File: src/rtl/cellrx_pkg.sv
package cellrx_pkg;

    localparam int BYTE_W = 8;

    typedef struct packed {
        logic              soc;
        logic [BYTE_W-1:0] data;
    } cell_word_t;

    typedef enum logic [1:0] {
        ST_POLL = 2'd0,
        ST_PEND = 2'd1,
        ST_XFER = 2'd2,
        ST_DONE = 2'd3
    } rx_state_t;

    function automatic cell_word_t make_word(input logic soc, input logic [BYTE_W-1:0] data);
        cell_word_t w;
        w.soc  = soc;
        w.data = data;
        return w;
    endfunction

endpackage

File: src/rtl/cellrx_ratediv.sv
module cellrx_ratediv #(
    parameter int DIV = 16
) (
    input  logic clk,
    input  logic rst,
    output logic tick
);
    localparam int CW = (DIV > 1) ? $clog2(DIV) : 1;
    localparam logic [CW-1:0] LAST = CW'(DIV - 1);

    logic [CW-1:0] cnt;

    always_ff @(posedge clk) begin
        if (rst)              cnt <= '0;
        else if (cnt == LAST) cnt <= '0;
        else                  cnt <= cnt + 1'b1;
    end

    assign tick = (cnt == LAST);

    // a tick never lasts more than one cycle
    assert_tick_single_R2: assert property (@(posedge clk) disable iff (rst)
        tick |=> !tick);

endmodule

File: src/rtl/cellrx_fifo.sv
module cellrx_fifo
    import cellrx_pkg::*;
#(
    parameter int DEPTH = 2
) (
    input  logic       clk,
    input  logic       rst,
    input  logic       push,
    input  cell_word_t push_word,
    input  logic       pop,
    output cell_word_t head,
    output logic       valid,
    output logic       full,
    output logic       dropped
);
    localparam int PW = (DEPTH > 1) ? $clog2(DEPTH) : 1;
    localparam int CW = $clog2(DEPTH + 1);
    localparam logic [PW-1:0] PLAST = PW'(DEPTH - 1);

    cell_word_t    mem [DEPTH];
    logic [PW-1:0] wr_ptr, rd_ptr;
    logic [CW-1:0] count;
    logic          do_pop, do_push;

    assign valid   = (count != '0);
    assign full    = (count == CW'(DEPTH));
    assign do_pop  = pop && valid;
    assign do_push = push && (!full || do_pop);
    assign dropped = push && !do_push;
    assign head    = mem[rd_ptr];

    always_ff @(posedge clk) begin
        if (do_push) mem[wr_ptr] <= push_word;
    end

    always_ff @(posedge clk) begin
        if (rst) begin
            wr_ptr <= '0;
            rd_ptr <= '0;
            count  <= '0;
        end else begin
            if (do_push) wr_ptr <= (wr_ptr == PLAST) ? '0 : wr_ptr + 1'b1;
            if (do_pop)  rd_ptr <= (rd_ptr == PLAST) ? '0 : rd_ptr + 1'b1;
            case ({do_push, do_pop})
                2'b10:   count <= count + 1'b1;
                2'b01:   count <= count - 1'b1;
                default: count <= count;
            endcase
        end
    end

    // a write into a full FIFO without a pop changes nothing
    assert_no_overflow_R6: assert property (@(posedge clk) disable iff (rst)
        (full && push && !pop) |=> (full && $stable(count)));

    // write and pop together on a full FIFO keep it full
    assert_pushpop_full_R7: assert property (@(posedge clk) disable iff (rst)
        (full && push && pop) |=> full);

    // popping an empty FIFO leaves it empty
    assert_empty_pop_R10: assert property (@(posedge clk) disable iff (rst)
        (!valid && !push) |=> !valid);

endmodule

File: src/rtl/cellrx_ctrl.sv
module cellrx_ctrl
    import cellrx_pkg::*;
#(
    parameter int CELL_BYTES = 53
) (
    input  logic              clk,
    input  logic              rst,
    input  logic              tick,
    input  logic              phy_cell_avail,
    input  logic [BYTE_W-1:0] phy_byte,
    input  logic              phy_soc,
    input  logic              dn_ready,
    input  logic              fifo_dropped,
    output logic              phy_rd_en,
    output logic              cell_pending,
    output logic              push,
    output cell_word_t        push_word,
    output logic              ovf_err,
    output logic              frm_err
);
    localparam int BC_W = $clog2(CELL_BYTES);
    localparam logic [BC_W-1:0] BC_LAST = BC_W'(CELL_BYTES - 1);

    rx_state_t       state;
    logic [BC_W-1:0] bcnt;
    logic            hunting;
    logic            discard;

    assign phy_rd_en    = (state == ST_XFER) && tick;
    assign cell_pending = (state == ST_PEND);
    assign push         = phy_rd_en && (!hunting || phy_soc);
    assign discard      = phy_rd_en && hunting && !phy_soc;
    assign push_word    = make_word(phy_soc, phy_byte);

    always_ff @(posedge clk) begin
        if (rst) begin
            state   <= ST_POLL;
            bcnt    <= '0;
            hunting <= 1'b1;
            ovf_err <= 1'b0;
            frm_err <= 1'b0;
        end else begin
            ovf_err <= ovf_err | fifo_dropped;
            frm_err <= frm_err | discard;
            case (state)
                ST_POLL: if (phy_cell_avail) state <= ST_PEND;
                ST_PEND: if (dn_ready) begin
                    state   <= ST_XFER;
                    bcnt    <= '0;
                    hunting <= 1'b1;
                end
                ST_XFER: if (push) begin
                    hunting <= 1'b0;
                    if (bcnt == BC_LAST) begin
                        bcnt  <= '0;
                        state <= ST_DONE;
                    end else begin
                        bcnt <= bcnt + 1'b1;
                    end
                end
                ST_DONE: if (!dn_ready) state <= ST_POLL;
                default: state <= ST_POLL;
            endcase
        end
    end

    // pending holds until the grant arrives
    assert_pend_hold_R3: assert property (@(posedge clk) disable iff (rst)
        (cell_pending && !dn_ready) |=> cell_pending);

    // overflow flag is sticky
    assert_ovf_sticky_R6: assert property (@(posedge clk) disable iff (rst)
        ovf_err |=> ovf_err);

    // framing flag is sticky
    assert_frm_sticky_R8: assert property (@(posedge clk) disable iff (rst)
        frm_err |=> frm_err);

    // no new pending while the grant is still held after a cell
    assert_no_repend_R9: assert property (@(posedge clk) disable iff (rst)
        (state == ST_DONE && dn_ready) |=> !cell_pending);

endmodule

File: src/rtl/cell_rx_mover.sv
module cell_rx_mover
    import cellrx_pkg::*;
#(
    parameter int DIV        = 16,
    parameter int CELL_BYTES = 53,
    parameter int FIFO_DEPTH = 2
) (
    input  logic       clk,
    input  logic       rst,
    input  logic       phy_cell_avail,
    input  logic [7:0] phy_byte,
    input  logic       phy_soc,
    output logic       phy_rx_tick,
    output logic       phy_rd_en,
    input  logic       dn_ready,
    output logic       cell_pending,
    input  logic       fifo_pop,
    output logic [8:0] fifo_word,
    output logic       fifo_valid,
    output logic       fifo_full,
    output logic       ovf_err,
    output logic       frm_err
);
    logic       tick;
    logic       push;
    logic       dropped;
    cell_word_t push_word;
    cell_word_t head;

    cellrx_ratediv #(.DIV(DIV)) u_div (
        .clk  (clk),
        .rst  (rst),
        .tick (tick)
    );

    cellrx_ctrl #(.CELL_BYTES(CELL_BYTES)) u_ctrl (
        .clk            (clk),
        .rst            (rst),
        .tick           (tick),
        .phy_cell_avail (phy_cell_avail),
        .phy_byte       (phy_byte),
        .phy_soc        (phy_soc),
        .dn_ready       (dn_ready),
        .fifo_dropped   (dropped),
        .phy_rd_en      (phy_rd_en),
        .cell_pending   (cell_pending),
        .push           (push),
        .push_word      (push_word),
        .ovf_err        (ovf_err),
        .frm_err        (frm_err)
    );

    cellrx_fifo #(.DEPTH(FIFO_DEPTH)) u_fifo (
        .clk       (clk),
        .rst       (rst),
        .push      (push),
        .push_word (push_word),
        .pop       (fifo_pop),
        .head      (head),
        .valid     (fifo_valid),
        .full      (fifo_full),
        .dropped   (dropped)
    );

    assign phy_rx_tick = tick;
    assign fifo_word   = head;

    // a PHY read only happens on a receive tick
    assert_read_on_tick_R11: assert property (@(posedge clk) disable iff (rst)
        phy_rd_en |-> phy_rx_tick);

endmodule

File: config.mk
export PLATFORM = sky130hd
export DESIGN_NAME = cell_rx_mover
export DESIGN_NICKNAME = d
export VERILOG_FILES = /design/src/rtl/cellrx_pkg.sv /design/src/rtl/cellrx_ratediv.sv /design/src/rtl/cellrx_fifo.sv /design/src/rtl/cellrx_ctrl.sv /design/src/rtl/cell_rx_mover.sv
export SDC_FILE = /design/constraint.sdc
export NUM_CORES = 1
export LEC_CHECK = 0
export BUFFER_PORTS_ARGS = -buffer_cell sky130_fd_sc_hd__buf_2
export CORE_MARGIN = 2
export CORE_UTILIZATION = 41
export DETAILED_ROUTE_END_ITERATION = 16
export GPL_ROUTABILITY_DRIVEN = 0
export PLACE_DENSITY = 0.73
export REMOVE_ABC_BUFFERS = 1
export SYNTH_ARGS = -nofsm -noshare
export SYNTH_HDL_FRONTEND = slang
export SYNTH_SLANG_ARGS = --single-unit
File: constraint.sdc
create_clock -name clk -period 2.85 [get_ports clk]
set_input_delay 0.57 -clock clk [delete_from_list [all_inputs] [get_ports clk]]
set_output_delay 0.57 -clock clk [all_outputs]
set_load 0.05 [all_outputs]
==> impl_metrics.tcl <==
set metrics [dict create \
    status "complete, no violations" \
    cts_buffers 5 \
    hold_buffers 0 \
    grt_antenna_before_repair 0 \
    fp-row-count 23 \
    fin_area_um2 2070 \
    antenna_left 0 \
    dp.cells 229 \
    synthCells 153 \
    nets 208 \
    clock-sinks 38 \
    grt_max_degree 26 \
    relSlewSlack_pct 70.4 \
    drv_cap 0 \
    initial_core_util_pct 43.3 \
    period_needed_ns 2.32 \
    cp-start-kind "flop" \
    clockRootBuffer "clkbuf_8" \
    min_path_type "reg -> reg" \
    tightestPinTransition_ns 0.444 \
    hold_violations 0 \
    min-delay-start "u_ctrl.ovf_err" \
    ys.flop_type "dfxtp_1" \
    crit_fanout 12 \
    place_ws_ns 0.732 \
    async_reset_ff_share_pct 0 \
    ys_types 43 \
    routed_wl_um 3140 \
    grt_pass1_vias 1136 \
    diodes 0 \
    synth_edf_count 18 \
    timing.rr.start "u_div.cnt[0]" \
    dr.pass1.iters 4 \
    yosysWarningCount 0 \
    io_pins 30 \
    max_freq_mhz 431 \
    layout-drive-gt1-share_pct 30.1 \
    instances_no_fill 236 \
    fin_crit_sh_pct 81.4 \
    clk_pin_slew_worst_paths_ns 0.07 \
    dieArea_um2 4860 \
    grt-ovfl-total 0 \
    dp_hpwl_um 2270 \
    areaGrowthSynthToFinish_pct 16.9 \
    layout_setup_ws_ns 0.530 \
    finalSetupViolations 0 \
    dieWidth_um 69.7 \
    dr_total_vias 1214 \
    via_per_inst 5.14 \
    cp_data_required_time_ns 2.28 \
    ys_seq_elements 38 \
    n_fill_cell 392 \
    core_area_um2 4090 \
    grt_use_total_pct 14.0 \
    port_buffers 29 \
    syn_area_per_cell_um2 11.6 \
    remaining_drc_errors 0 \
    hold_slack_ns 0.466 \
    clk_latency_ns 0.29 \
    cts_tree "built" \
    final_common_cell "buf_2" \
    syn-cell-area_um2 1770 \
    die_h_um 69.7 \
    p_leak_nw 0.807 \
    placed_area_um2 1970 \
    synth_seq_area_share_pct 53.1 \
    routedWlPerCell_um 13.3 \
    post_cts_buffers 0 \
    p_per_area_nw_per_um2 578 \
    worstPathArrival_ns 1.75 \
    grt_pass1_wl_um 5360 \
    finalClockSkew_ns 0.00412 \
    vdd_drop_max_uv 361 \
    grt_setup_unrepaired "no" \
    drt_iter0_drc 72 \
    fin_setup_tns_ns 0 \
    post_cts_resized 0 \
    crit_start "u_ctrl.state[0]" \
    clock_path_buffers 2 \
    endpoint_kind "output port" \
    critical_path_class "reg -> out" \
    layout_common_cells "29 x buf_2, 20 x dfxtp_1, 18 x edfxtp_1, 14 x nor2_1, 10 x inv_1" \
    drv_slew 0 \
    htree_levels 2 \
]
==> path summary, 6_finish.rpt <==
path | slack (ns) | depth (start not counted) | to
worst max-delay path | 0.53 | 4 | phy_rd_en
worst min-delay path | 0.47 | 2 | u_ctrl.ovf_err
worst max register to register | 0.74 | 6 | u_fifo.count[1]
worst min register to register | 0.47 | 2 | u_ctrl.ovf_err
==> routing by layer <==
metal	global-route usage [%]	vias to the layer above	routed length [µm]
li1	-	615	-
met1	19.0	555	1510
met2	20.3	39	1370
met3	5.23	5	212
met4	5.13	0	42
met5	0	-	0
==> synthesized netlist by cell type (all sizes together) (2+ instances only) <==
library cell	count	area [µm²]
clkbuf	3	11.3
nor2b	3	18.8
nor3b	3	22.5
edfxtp	18	541
a31oi	5	37.5
xnor2	4	35.0
o21ai	4	20.0
mux2	9	101
dfxtp	20	400
ha	8	100
and3	4	35.0
nand4b	2	17.5
inv	10	37.5
o32ai	2	32.5
nor2	14	52.6
nand4	2	12.5
and2	2	15.0
nand2b	5	31.3
nand3	5	25.0
buf	2	15.0
a21oi	6	30.0
nand2	5	18.8
==> power by group <==
part           leakage (nW)  internal [mW]  switching, mW
Clock                0.0517          0.253          0.182
Sequential            0.324          0.583         0.0143
Combinational         0.431         0.0643         0.0986
==> through the flow <==
step / total power [mW] / util [%]
floorplan: 0.730 / -
global placement: 0.773 / 48.1
detailed placement: 0.772 / 48.1
CTS: 1.21 / 50.6
global route: 1.25 / 50.6
finish: 1.20 / 50.6
==> critical path, stage by stage (launching register included) <==
cell and delay, ns:
dfxtp_1 0.35, inv_1 0.09, ha_1 0.41, and4_4 0.34, buf_2 0.27
==> kinds of logic (layout without fill, tap and decap cells) <==
family / count (synthesis) / count (layout) / synth area share (%)
XOR/XNOR: 5 / 5 / 2.47
AND/OR/NAND/NOR: 55 / 55 / 19.2
buffers and inverters: 15 / 48 / 3.60
adder cells (fa/ha/maj): 8 / 8 / 5.65
AO/OA/AOI/OAI: 22 / 22 / 9.68
multiplexers: 10 / 10 / 6.29
flip-flops: 38 / 38 / 53.1
==> flip-flops by register name (all words and copies together) (netlist names), named ones only <==
signal / cells
u_fifo.count: 2
u_ctrl.state: 2
u_fifo.wr_ptr: 1
u_ctrl.hunting: 1
u_ctrl.bcnt: 6
u_ctrl.frm_err: 1
u_fifo.rd_ptr: 1
u_fifo.mem: 18
u_ctrl.ovf_err: 1
u_div.cnt: 4
==> area by class of cell <==
type,instances,area (µm²),share of cell area [%]
clock inverter,2,33.8,1.63
clock buffer,5,68.8,3.33
sequential,38,941,45.5
tap,50,62.6,3.02
timing repair buffer,31,160,7.74
multi-input combinational,100,766,37.0
inverter,10,37.5,1.81
Power figures use the tool's default switching activity.
